File: src/rtl/alu_pkg.sv
package alu_pkg;

  // Function codes carried on funcSel
  typedef enum logic [3:0] {
    FN_ADD   = 4'd0,
    FN_XOR   = 4'd1,
    FN_AND   = 4'd2,
    FN_OR    = 4'd3,
    FN_NOTA  = 4'd4,
    FN_NAND  = 4'd5,
    FN_NOTB  = 4'd6,
    FN_PASSA = 4'd7,
    FN_NOR   = 4'd8,
    FN_XNOR  = 4'd9
  } aluFunc_e;

  // Bitwise kernel picked by the control
  typedef enum logic [2:0] {
    BASE_AND = 3'd0,
    BASE_OR  = 3'd1,
    BASE_XOR = 3'd2,
    BASE_A   = 3'd3,
    BASE_B   = 3'd4
  } baseOp_e;

  // Source of the output register
  typedef enum logic [1:0] {
    RES_ZERO  = 2'd0,
    RES_SUM   = 2'd1,
    RES_LOGIC = 2'd2
  } resSel_e;

  typedef struct packed {
    resSel_e resSel;
    baseOp_e baseOp;
    logic    invOut;
    logic    carryEn;
  } aluStrobes_t;

endpackage

File: src/rtl/bk_adder.sv
// Brent-Kung prefix adder, carry-in fixed at 0. WIDTH must be a power of two >= 2.
module bk_adder #(
  parameter int WIDTH = 8
) (
  input  logic [WIDTH-1:0] addA,
  input  logic [WIDTH-1:0] addB,
  output logic [WIDTH-1:0] sum,
  output logic             cout
);
  localparam int LG     = $clog2(WIDTH);
  localparam int STAGES = 2 * LG;

  logic [WIDTH-1:0] gS [0:STAGES-1];
  logic [WIDTH-1:0] pS [0:STAGES-2];
  logic [WIDTH-1:0] pBit;
  logic [WIDTH:0]   carry;

  assign pBit  = addA ^ addB;
  assign gS[0] = addA & addB;
  assign pS[0] = pBit;

  // Stages 1..LG reduce upward; stages LG+1..2LG-1 fill in the remaining group carries
  for (genvar s = 1; s < STAGES; s++) begin : g_stage
    for (genvar i = 0; i < WIDTH; i++) begin : g_bit
      localparam int  LVL  = (s <= LG) ? s : (STAGES - s);
      localparam int  SPAN = 1 << (LVL - 1);
      localparam int  MOD  = 1 << LVL;
      localparam bit  COMB = (s <= LG) ? (((i + 1) % MOD) == 0)
                                       : ((i >= MOD) && (((i + 1) % MOD) == SPAN));
      if (COMB) begin : g_node
        assign gS[s][i] = gS[s-1][i] | (pS[s-1][i] & gS[s-1][i-SPAN]);
        if (s < STAGES - 1) begin : g_p
          assign pS[s][i] = pS[s-1][i] & pS[s-1][i-SPAN];
        end
      end else begin : g_pass
        assign gS[s][i] = gS[s-1][i];
        if (s < STAGES - 1) begin : g_p
          assign pS[s][i] = pS[s-1][i];
        end
      end
    end
  end

  assign carry[0] = 1'b0;
  assign carry[WIDTH:1] = gS[STAGES-1];
  assign sum  = pBit ^ carry[WIDTH-1:0];
  assign cout = carry[WIDTH];
endmodule

File: src/rtl/alu_ctrl.sv
// Registers the function code and decodes it into datapath strobes.
module alu_ctrl
  import alu_pkg::*;
#(
  parameter int FUNC_W = 4
) (
  input  logic              clk,
  input  logic              rst,
  input  logic [FUNC_W-1:0] funcSel,
  output aluStrobes_t       strobes
);
  logic [FUNC_W-1:0] funcQ;

  always_ff @(posedge clk) begin
    if (rst) funcQ <= '0;
    else     funcQ <= funcSel;
  end

  always_comb begin
    strobes = '{resSel: RES_ZERO, baseOp: BASE_AND, invOut: 1'b0, carryEn: 1'b0};
    case (funcQ)
      FN_ADD:   begin strobes.resSel = RES_SUM; strobes.carryEn = 1'b1; end
      FN_XOR:   begin strobes.resSel = RES_LOGIC; strobes.baseOp = BASE_XOR; end
      FN_AND:   begin strobes.resSel = RES_LOGIC; strobes.baseOp = BASE_AND; end
      FN_OR:    begin strobes.resSel = RES_LOGIC; strobes.baseOp = BASE_OR;  end
      FN_NOTA:  begin strobes.resSel = RES_LOGIC; strobes.baseOp = BASE_A; strobes.invOut = 1'b1; end
      FN_NAND:  begin strobes.resSel = RES_LOGIC; strobes.baseOp = BASE_AND; strobes.invOut = 1'b1; end
      FN_NOTB:  begin strobes.resSel = RES_LOGIC; strobes.baseOp = BASE_B; strobes.invOut = 1'b1; end
      FN_PASSA: begin strobes.resSel = RES_LOGIC; strobes.baseOp = BASE_A; end
      FN_NOR:   begin strobes.resSel = RES_LOGIC; strobes.baseOp = BASE_OR;  strobes.invOut = 1'b1; end
      FN_XNOR:  begin strobes.resSel = RES_LOGIC; strobes.baseOp = BASE_XOR; strobes.invOut = 1'b1; end
      default:  strobes.resSel = RES_ZERO;
    endcase
  end
endmodule

File: src/rtl/alu_datapath.sv
// Operand registers, prefix adder, bitwise kernel, result mux and output registers.
module alu_datapath
  import alu_pkg::*;
#(
  parameter int WIDTH = 8
) (
  input  logic             clk,
  input  logic             rst,
  input  logic [WIDTH-1:0] opA,
  input  logic [WIDTH-1:0] opB,
  input  aluStrobes_t      strobes,
  output logic [WIDTH-1:0] result,
  output logic             carryOut
);
  logic [WIDTH-1:0] aQ, bQ;
  logic [WIDTH-1:0] sumVal, baseVal, logicVal, resNext;
  logic             addCarry, carryNext;

  always_ff @(posedge clk) begin
    if (rst) begin
      aQ <= '0;
      bQ <= '0;
    end else begin
      aQ <= opA;
      bQ <= opB;
    end
  end

  bk_adder #(.WIDTH(WIDTH)) adder_i (
    .addA (aQ),
    .addB (bQ),
    .sum  (sumVal),
    .cout (addCarry)
  );

  always_comb begin
    case (strobes.baseOp)
      BASE_AND: baseVal = aQ & bQ;
      BASE_OR:  baseVal = aQ | bQ;
      BASE_XOR: baseVal = aQ ^ bQ;
      BASE_A:   baseVal = aQ;
      BASE_B:   baseVal = bQ;
      default:  baseVal = '0;
    endcase
    logicVal = strobes.invOut ? ~baseVal : baseVal;
    case (strobes.resSel)
      RES_SUM:   resNext = sumVal;
      RES_LOGIC: resNext = logicVal;
      default:   resNext = '0;
    endcase
    carryNext = strobes.carryEn & addCarry;
  end

  always_ff @(posedge clk) begin
    if (rst) begin
      result   <= '0;
      carryOut <= 1'b0;
    end else begin
      result   <= resNext;
      carryOut <= carryNext;
    end
  end
endmodule

File: src/rtl/alu_top.sv
module alu_top
  import alu_pkg::*;
#(
  parameter int WIDTH  = 8,
  parameter int FUNC_W = 4
) (
  input  logic              clk,
  input  logic              rst,
  input  logic [WIDTH-1:0]  opA,
  input  logic [WIDTH-1:0]  opB,
  input  logic [FUNC_W-1:0] funcSel,
  output logic [WIDTH-1:0]  result,
  output logic              carryOut
);
  aluStrobes_t strobes;

  alu_ctrl #(.FUNC_W(FUNC_W)) ctrl_i (
    .clk     (clk),
    .rst     (rst),
    .funcSel (funcSel),
    .strobes (strobes)
  );

  alu_datapath #(.WIDTH(WIDTH)) dp_i (
    .clk      (clk),
    .rst      (rst),
    .opA      (opA),
    .opB      (opB),
    .strobes  (strobes),
    .result   (result),
    .carryOut (carryOut)
  );
endmodule

File: config.mk
export PLATFORM = sky130hd
export DESIGN_NAME = alu_top
export DESIGN_NICKNAME = d
export VERILOG_FILES = /design/src/rtl/alu_pkg.sv /design/src/rtl/bk_adder.sv /design/src/rtl/alu_ctrl.sv /design/src/rtl/alu_datapath.sv /design/src/rtl/alu_top.sv
export SDC_FILE = /design/constraint.sdc
export NUM_CORES = 1
export LEC_CHECK = 0
export ABC_CLOCK_PERIOD_IN_PS = 5500
export BUFFER_PORTS_ARGS = -buffer_cell sky130_fd_sc_hd__buf_2
export CAP_MARGIN = 25
export CORE_AREA = 2 2 95 106
export CTS_CLUSTER_SIZE = 24
export DETAILED_ROUTE_END_ITERATION = 16
export DIE_AREA = 0 0 97 108
export HOLD_SLACK_MARGIN = 0.06
export MAX_ROUTING_LAYER = met4
export PLACE_DENSITY = 0.46
export SLEW_MARGIN = 20
export SYNTH_ARGS = -nofsm -noshare
export SYNTH_HDL_FRONTEND = slang
export SYNTH_SLANG_ARGS = --single-unit
File: constraint.sdc
create_clock -name clk -period 5.5 [get_ports clk]
set_input_delay 0 -clock clk [delete_from_list [all_inputs] [get_ports clk]]
set_output_delay 0 -clock clk [all_outputs]
set_load 0.1 [all_outputs]
# --- Word level (Yosys, flattened, before mapping) ---
# Cells that the tools add are included.
classes:
  eq_ne: 15
  n_mux: 7
  n_bitwise: 32
  n_reduce_logical: 7
op_table:
  columns: ["cell", "n"]
  rows:
  - ["$pmux W8 S5", 1]
  - ["$and A1 B1 Y1", 16]
  - ["$eq A4 B3 Y1 const B", 4]
  - ["$pmux W8 S2", 1]
  - ["$xor A8 B8 Y8", 2]
  - ["$pmux W3 S4", 1]
  - ["$or A1 B1 Y1", 11]
  - ["$reduce_or A9 Y1", 1]
  - ["$and A8 B8 Y8", 1]
  - ["$eq A4 B2 Y1 const B", 2]
  - ["$eq A4 B4 Y1 const B", 2]
  - ["$mux W8", 1]
  - ["$not A8 Y8", 1]
  - ["$or A8 B8 Y8", 1]
  - ["$eq A3 B2 Y1 const B", 2]
  - ["$reduce_or A2 Y1", 3]
  - ["$reduce_or A5 Y1", 1]
  - ["$eq A4 B1 Y1 const B", 1]
  - ["$logic_not A4 Y1", 1]
  - ["$pmux W2 S2", 1]
  - ["$eq A3 B1 Y1 const B", 1]
  - ["$eq A3 B3 Y1 const B", 1]
  - ["$logic_not A3 Y1", 1]
  - ["$eq A2 B1 Y1 const B", 1]
  - ["2 further kinds", 3]
word_totals:
  reg_bits: 29
  inputBits: 22
  out_inout_bits: 9
  word_cells: 66

# --- Depth between registers and ports, before layout ---
# Gate-level depths: netlist of run 1.
depth:
  depth_word: 11
  ltp_mapped: 12
  ltp_nobuf: 12

# --- By module ---
# From an unflattened synthesis of run 1, not the netlist that was laid out.
hier_totals:
  hier_cells: 218
  area_unflattened_um2: 1973.1
modules_own_cells:
  columns: ["mod", "instances", "cells_per_inst", "area_per_inst_um2", "seq_area_each_um2"]
  rows:
  - ["alu_datapath", 1, 164, 1470.2, 500.5]
  - ["bk_adder", 1, 31, 281.5, 0.0]
  - ["alu_ctrl", 1, 23, 221.5, 80.1]

# --- Least setup slack after synthesis of run 1 ---
# Ideal clock, no wire load.
synth_timing:
  path_type: "register -> register"
  start: "register ctrl_i.funcQ[2]"
  end: "register dp_i.result[1]"
  setup_time_ns: 0.062
  t_arrival_ns: 2.421
  t_required_ns: 5.438
  slack_ns: 3.017
  stages_incl_launch_ff: 12
  path_buffers: 2
  period_less_slack_ns: 2.483
  path_cell_list: "dfxtp_1 -> buf_2 -> buf_2 -> or2_2 -> nor3_1 -> inv_1 -> ha_1 -> nor2_1 -> nand2_1 -> nor2_1 -> or4b_1 -> nand3_1"
synth_via:
  elab_chain_cells: 8
  elab_cells_between_ends: 29
  classes_between: "eq/ne (15); mux (6); bitwise (1); reduce/logical (7)"
synth_lines:
  columns: ["item", "line", "source"]
  rows:
  - ["from (decl)", "alu_ctrl.sv:12", "logic [FUNC_W-1:0] funcQ;"]
  - ["from (signal assigned)", "alu_ctrl.sv:16", "else funcQ <= funcSel;"]
  - ["$eq A4 B1 Y1 (tied with other cells)", "alu_ctrl.sv:21", "case (funcQ)"]
  - ["$reduce_or A2 Y1 (no line)", null, null]
  - ["$pmux W3 S4", "alu_ctrl.sv:21", null]
  - ["$eq A3 B3 Y1 (tied with other cells)", "alu_datapath.sv:37", "case (strobes.baseOp)"]
  - ["$pmux W8 S5", "alu_datapath.sv:37", null]
  - ["$not A8 Y8", "alu_datapath.sv:45", "logicVal = strobes.invOut ? ~baseVal : baseVal;"]
  - ["$mux W8", "alu_datapath.sv:45", null]
  - ["$pmux W8 S2 *", "alu_datapath.sv:46", "case (strobes.resSel)"]
  - ["to (signal assigned)", "alu_datapath.sv:59", "result <= resNext;"]
  - ["to (decl)", "alu_datapath.sv:12", "output logic [WIDTH-1:0] result,"]
# Mark *: on every way between the ends. The rest lies on a longest branch, timed or not.
# A chain may end at the register's enable or synchronous reset.

# --- Worst setup path in the final report of run 1 ---
# Same ends and word-level chain as after synthesis.

==> results of run 1 <==
-- power groups by stage --
stage | combinational (mW) | clock [mW] | sequential [mW]
floorplan | 0.0773 | 0 | 0.266
global placement | 0.130 | 0 | 0.244
detailed placement | 0.130 | 0 | 0.244
CTS | 0.141 | 0.188 | 0.240
global route | 0.154 | 0.196 | 0.242
finish | 0.140 | 0.180 | 0.240
-- worst max-delay path, delay by kind of cell, from the launching register on --
kind / cells / cell delay [ns]
AOI/OAI and AO/OA: 1 / 0.12
adders and majority gates: 1 / 0.33
DFF: 1 / 0.60
and+or+nand+nor: 7 / 1.77
-- final timing paths --
check / start / cells past startpoint / slack [ns] / to
worst max-delay path: ctrl_i.funcQ[2]$_SDFF_PP0_ / 9 / 2.63 / dp_i.result[1]$_SDFF_PP0_
worst min-delay path: rst / 2 / 0.13 / dp_i.bQ[4]$_SDFF_PP0_
worst max register to register: ctrl_i.funcQ[2]$_SDFF_PP0_ / 9 / 2.63 / dp_i.result[1]$_SDFF_PP0_
worst min register to register: dp_i.aQ[0]$_SDFF_PP0_ / 4 / 0.67 / dp_i.result[0]$_SDFF_PP0_
-- registers in the layout, indices dropped and copies added, names as in the netlist --
| name | count |
|---|---|
| ctrl_i.funcQ | 4 |
| dp_i.bQ | 8 |
| dp_i.carryOut | 1 |
| dp_i.result | 8 |
| dp_i.aQ | 8 |
-- per-layer routing --
layer / vias up / wire [um] / GRT usage (%)
li1: 942 / - / -
met5: - / 0 / -
met1: 840 / 2443 / 13.21
met3: 6 / 147 / 1.357
met2: 41 / 2382 / 17.21
met4: 0 / 80 / 3.622
-- synthesized netlist by cell type (4+ instances only) --
cell type | number | area share (%)
dfxtp_1 | 29 | 28
inv_1 | 22 | 3.9
nor2b_1 | 22 | 6.6
nand2_1 | 19 | 3.4
ha_1 | 18 | 11
o21ai_0 | 15 | 3.6
nand3_1 | 14 | 3.3
a22o_1 | 6 | 2.5
and4b_1 | 6 | 2.9
buf_2 | 6 | 1.4
nor2_1 | 6 | 1.1
or4_1 | 6 | 2.1
a22oi_1 | 5 | 1.8
nand2b_1 | 5 | 1.5
nor4bb_1 | 5 | 2.4
a21oi_1 | 4 | 0.96
fa_1 | 4 | 3.8
xnor2_1 | 4 | 1.7
-- final cells by class --
cell class	instances	area [sq um]
fillers	1012	6701
multi-input cells	178	1358
flip-flops and latches	29	580.6
repair buffers	50	350.3
well taps	117	146.4
clock buffers	7	86.33
inverters	22	82.58
-- cells by family (layout without fill, tap and decap cells) --
family	count (synthesis)	count (layout)	synth area share, %
flip-flops	29	29	27.70
XOR/XNOR	4	4	1.671
buffers and inverters	34	79	7.522
AO/OA/AOI/OAI	54	54	20.12
adder cells (fa/ha/maj)	22	22	14.57
AND/OR/NAND/NOR	98	98	28.42
-- per-stage QoR --
step	util [%]	instance area, sq um	worst slack (ns)	power (mW)	cells
after global placement	24.90	2317	2.737	0.3742	376
after detailed placement	24.90	2317	2.621	0.3745	376
after global routing	27.98	2604	2.392	0.5923	403
final	27.98	2604	2.626	0.5593	403
after CTS	27.98	2604	2.594	0.5686	403
after floorplan	-	2096	3.017	0.3431	241
-- timing repair --
| action | CTS | global route |
|---|---|---|
| hold endpoints to repair | 20 | 0 |
| hold buffers | 20 | 0 |
| setup endpoints to repair | 0 | 0 |
==> impl_metrics.json, run 1 <==
{
  "post-cts-setup-buffers": 0,
  "port_buffers": 30,
  "yosysSeqAreaShare_pct": 27.70,
  "p_clk_share_pct": 32.2,
  "grt_overflow": 0,
  "start_kind": "flop",
  "worst_slew_pin_slew_ns": 0.9508,
  "drc": 0,
  "grt_start_max_net_pins": 31,
  "worstPathArrival_ns": 3.10,
  "synth.distinct_cells": 50,
  "p_leak_nw": 1.069,
  "worstPathCellList": "or2_2 > nor3_1 > a21oi_1 > ha_1 > nor2_1 > nand2_1 > nor2_1 > or4b_1 > nand3_1",
  "antenna_found_initial": 0,
  "tns_ns": 0,
  "max_freq_mhz": 347.9,
  "fp-row-count": 37,
  "fin_crit_sh_pct": 52.26,
  "ioPinCount": 31,
  "syn2layout_area_growth_pct": 24.24,
  "synth-async-reset-ratio_pct": 0,
  "wl_per_cell_um": 12.54,
  "vias_per_cell": 4.538,
  "path_class": "reg -> reg",
  "rsz0062_at_grt": "no",
  "hold_ws_ns": 0.1328,
  "min_period_ns": 2.874,
  "antenna-diode-count": 0,
  "seq_power_share_pct": 42.8,
  "gp_congestion": 0.8133,
  "synthFlopType": "dfxtp_1",
  "drive_above_1_share_pct": 15.03,
  "switching_share_pct": 32.62,
  "dieHeight_um": 108,
  "synth_edf_count": 0,
  "comb_power_share_pct": 25.0,
  "ys_seq_elements": 29,
  "final_common_cell": "buf_2",
  "cts_max_path_buffers": 2,
  "grt_pass1_vias": 1734,
  "endpoint_kind": "flop",
  "cts.sinks": 29,
  "syn_area_sq_um": 2096,
  "vias": 1829,
  "cts_resized": 0,
  "synth_fp_nets": 285,
  "crit_slowest_cell": "dfxtp_1",
  "internal-power_mw": 0.3769,
  "hp-class": "in -> reg",
  "core-area_sq_um": 9305,
  "start_util_pct": 22.52,
  "nNetsFinal": 330,
  "power.density_nw_per_um2": 214.8,
  "required_ns": 5.72,
  "drt_iter0_drc": 117,
  "cts_htree_levels": 2,
  "syn_inst": 241,
  "cap_viol_max_count": 0,
  "worstPathMaxFanout": 29,
  "power.switching_mw": 0.1824,
  "synth.avg_cell_area_sq_um": 8.696,
  "drt-total-wl_um": 5054,
  "dieWidth_um": 97,
  "ys_warn_count": 0,
  "finalHoldViolations": 0,
  "antenna_violating_nets_post_route": 0,
  "crit_top_cell": "nor2_1",
  "cts-root-buf": "clkbuf_8",
  "grt_util_all_layers_pct": 10.42,
  "maxSlewViolCount": 0,
  "tritoncts": "done",
  "max_stage_delay_ns": 0.60,
  "die_area_sq_um": 10480,
  "path_clk_slew_ns": 0.06,
  "setup_viol": 0,
  "numCtsBuffers": 5,
  "final_cell_mix": "buf_2, dfxtp_1, inv_1, nor2b_1, dlygate4sd3_1",
  "dr.pass1.iters": 4,
  "relSlewSlack_pct": 36.53,
  "grt_pass1_wl_um": 8597,
  "finalClockSkew_ns": 0.003870,
  "dp_hpwl_um": 3799,
  "clk_latency_ns": 0.28,
  "status": "finished clean",
  "peakVddDrop_uv": 80.61
}
(Power assumes the default switching activity.)
==> inputs of run 2 (changes only) <==
ABC_CLOCK_PERIOD_IN_PS = 2670   (was 5500)
clock period = 2.67 ns   (was 5.5 ns; I/O delays follow)
==> run 2 against run 1 <==
  * First-iteration DRC count is 1.7% higher
  * Hold slack better by 0.0016 ns
  * Count of clock-buffer cells in the layout decreased by 1
  * Flip-flop and latch count unchanged
  * Core utilization grew 0.61 points
  * Combinational power grew 130%
  * Via count up 1.8%
  * Register-to-register slack got worse by 2.4 ns
==> impl_metrics.json, run 2 (same netlist as run 1, synthesis figures left out) <==
{
  "worstPathMaxFanout": 3,
  "numCtsBuffers": 5,
  "wl_met1_um": 2483,
  "stdcell_area_sq_um": 2660,
  "fin_crit_sh_pct": 92.34,
  "dr.pass1.iters": 4,
  "dr_wl_met2_um": 2534,
  "antenna-diode-count": 0,
  "gp_congestion": 0.8544,
  "tns_ns": 0,
  "cts-root-buf": "clkbuf_8",
  "vias_per_cell": 4.530,
  "endpoint_kind": "flop",
  "grt_pass1_wl_um": 9018,
  "start_util_pct": 22.52,
  "dp_slack_ns": 0.05788,
  "finalHoldViolations": 0,
  "drt_iter0_drc": 119,
  "cts.sinks": 29,
  "place_inst": 382,
  "cp_top_family": "adder cells",
  "grt_util_all_layers_pct": 10.86,
  "grt_overflow": 0,
  "dr.max_layer_used": "met4",
  "cap_viol_max_count": 0,
  "start_kind": "flop",
  "fp-row-count": 37,
  "maxSlewViolCount": 0,
  "path_class": "reg -> reg",
  "drc": 0,
  "nNetsFinal": 337,
  "dieHeight_um": 108,
  "path_clk_slew_ns": 0.07,
  "post_dp_cell_area_sq_um": 2362,
  "wl_met3_um": 173,
  "core-area_sq_um": 9305,
  "vias": 1862,
  "ioPinCount": 31,
  "status": "finished clean",
  "dp_hpwl_um": 4062,
  "fin_cells": 411,
  "worstPathCellList": "ha_1 > inv_1 > fa_2 > nor2b_1 > o21ai_0 > a21boi_1 > o21a_1 > nor2_1 > fa_1 > xnor2_1 > nand2_1 > nand3_1",
  "peakVddDrop_uv": 180.0,
  "fillers": 979,
  "max_stage_delay_ns": 0.43,
  "drt-total-wl_um": 5272,
  "port_buffers": 30,
  "antenna_violating_nets_post_route": 0,
  "final_cell_mix": "buf_2, dfxtp_1, inv_1, nor2b_1, dlygate4sd3_1",
  "hp-class": "in -> reg",
  "final_common_cell": "buf_2",
  "reg_top3": "dp_i.aQ: 8 flops, dp_i.bQ: 8 flops, dp_i.result: 8 flops",
  "worst_slew_pin_slew_ns": 0.8417,
  "setup_viol": 0,
  "relSlewSlack_pct": 43.48,
  "grt_start_max_net_pins": 29,
  "p_leak_nw": 1.109,
  "clk_latency_ns": 0.29,
  "max_freq_mhz": 405.6,
  "wl_per_cell_um": 12.83,
  "drive_above_1_share_pct": 18.03,
  "min_period_ns": 2.465,
  "path_buf_inv": 1,
  "syn2layout_area_growth_pct": 26.93,
  "required_ns": 2.84,
  "worstPathArrival_ns": 2.63,
  "die_area_sq_um": 10480,
  "cts_htree_levels": 2,
  "cts_max_path_buffers": 2,
  "crit_slowest_cell": "fa_1",
  "hold_ws_ns": 0.1345,
  "grt_pass1_vias": 1876,
  "dieWidth_um": 97,
  "tritoncts": "done",
  "antenna_found_initial": 0,
  "power.density_nw_per_um2": 433.6,
  "fin_ws_ns": 0.2046,
  "finalClockSkew_ns": 0.004305
}
-- run 2: area by class of cell --
class	count	area, sq um	area share, %
clock buffer	6	72.57	2.728
inverter	22	82.58	3.104
tap	117	146.4	5.503
sequential	29	580.6	21.83
multi-input combinational	178	1365	51.32
clock inverter	2	10.01	0.3763
timing repair buffer	57	402.9	15.15
-- run 2: worst paths after layout --
check                                   from                         to  slack, ns  depth (start not counted)
setup / recovery       dp_i.aQ[0]$_SDFF_PP0_  dp_i.result[7]$_SDFF_PP0_       0.20                         12
hold / removal                           rst      dp_i.aQ[4]$_SDFF_PP0_       0.13                          2
setup reg to reg       dp_i.aQ[0]$_SDFF_PP0_  dp_i.result[7]$_SDFF_PP0_       0.20                         12
hold reg to reg   ctrl_i.funcQ[3]$_SDFF_PP0_   dp_i.carryOut$_SDFF_PP0_       0.65                          3
-- run 2: power by group --
| part | internal [mW] | switching, mW | total (mW) |
|---|---|---|---|
| logic | 0.120 | 0.199 | 0.318 |
| clock network | 0.181 | 0.183 | 0.363 |
| registers | 0.458 | 0.0140 | 0.472 |
-- run 2: layer usage --
layer | GRT usage [%] | vias to the layer above
met4 | 4.024 | 0
met5 | - | -
met2 | 18.95 | 48
met3 | 1.293 | 5
met1 | 12.95 | 849
li1 | - | 960
-- run 2: timing repair --
action,4_1_cts,5_1_grt
hold buffers,20,0
setup endpoints to repair,0,8
setup buffers,0,1
endpoints found under the hold margin,20,0
resized for setup,0,3
-- run 2: metrics by stage --
| step | utilization, % | total power [mW] |
|---|---|---|
| 2_1_floorplan | - | 0.7068 |
| 3_3_place_gp | 25.39 | 0.7767 |
| 3_5_place_dp | 25.39 | 0.7772 |
| 4_1_cts | 28.43 | 1.173 |
| 5_1_grt | 28.59 | 1.219 |
| 6_report | 28.59 | 1.153 |
-- run 2: worst register-to-register path, delay by kind of cell (launching register included) --
kind / cells / cell delay, ns
xor gates and xnor gates: 1 / 0.14
buffers and inverters: 1 / 0.10
DFF: 1 / 0.35
AOI/OAI and AO/OA: 3 / 0.43
adders and majority gates: 3 / 1.03
and+or+nand+nor: 4 / 0.30
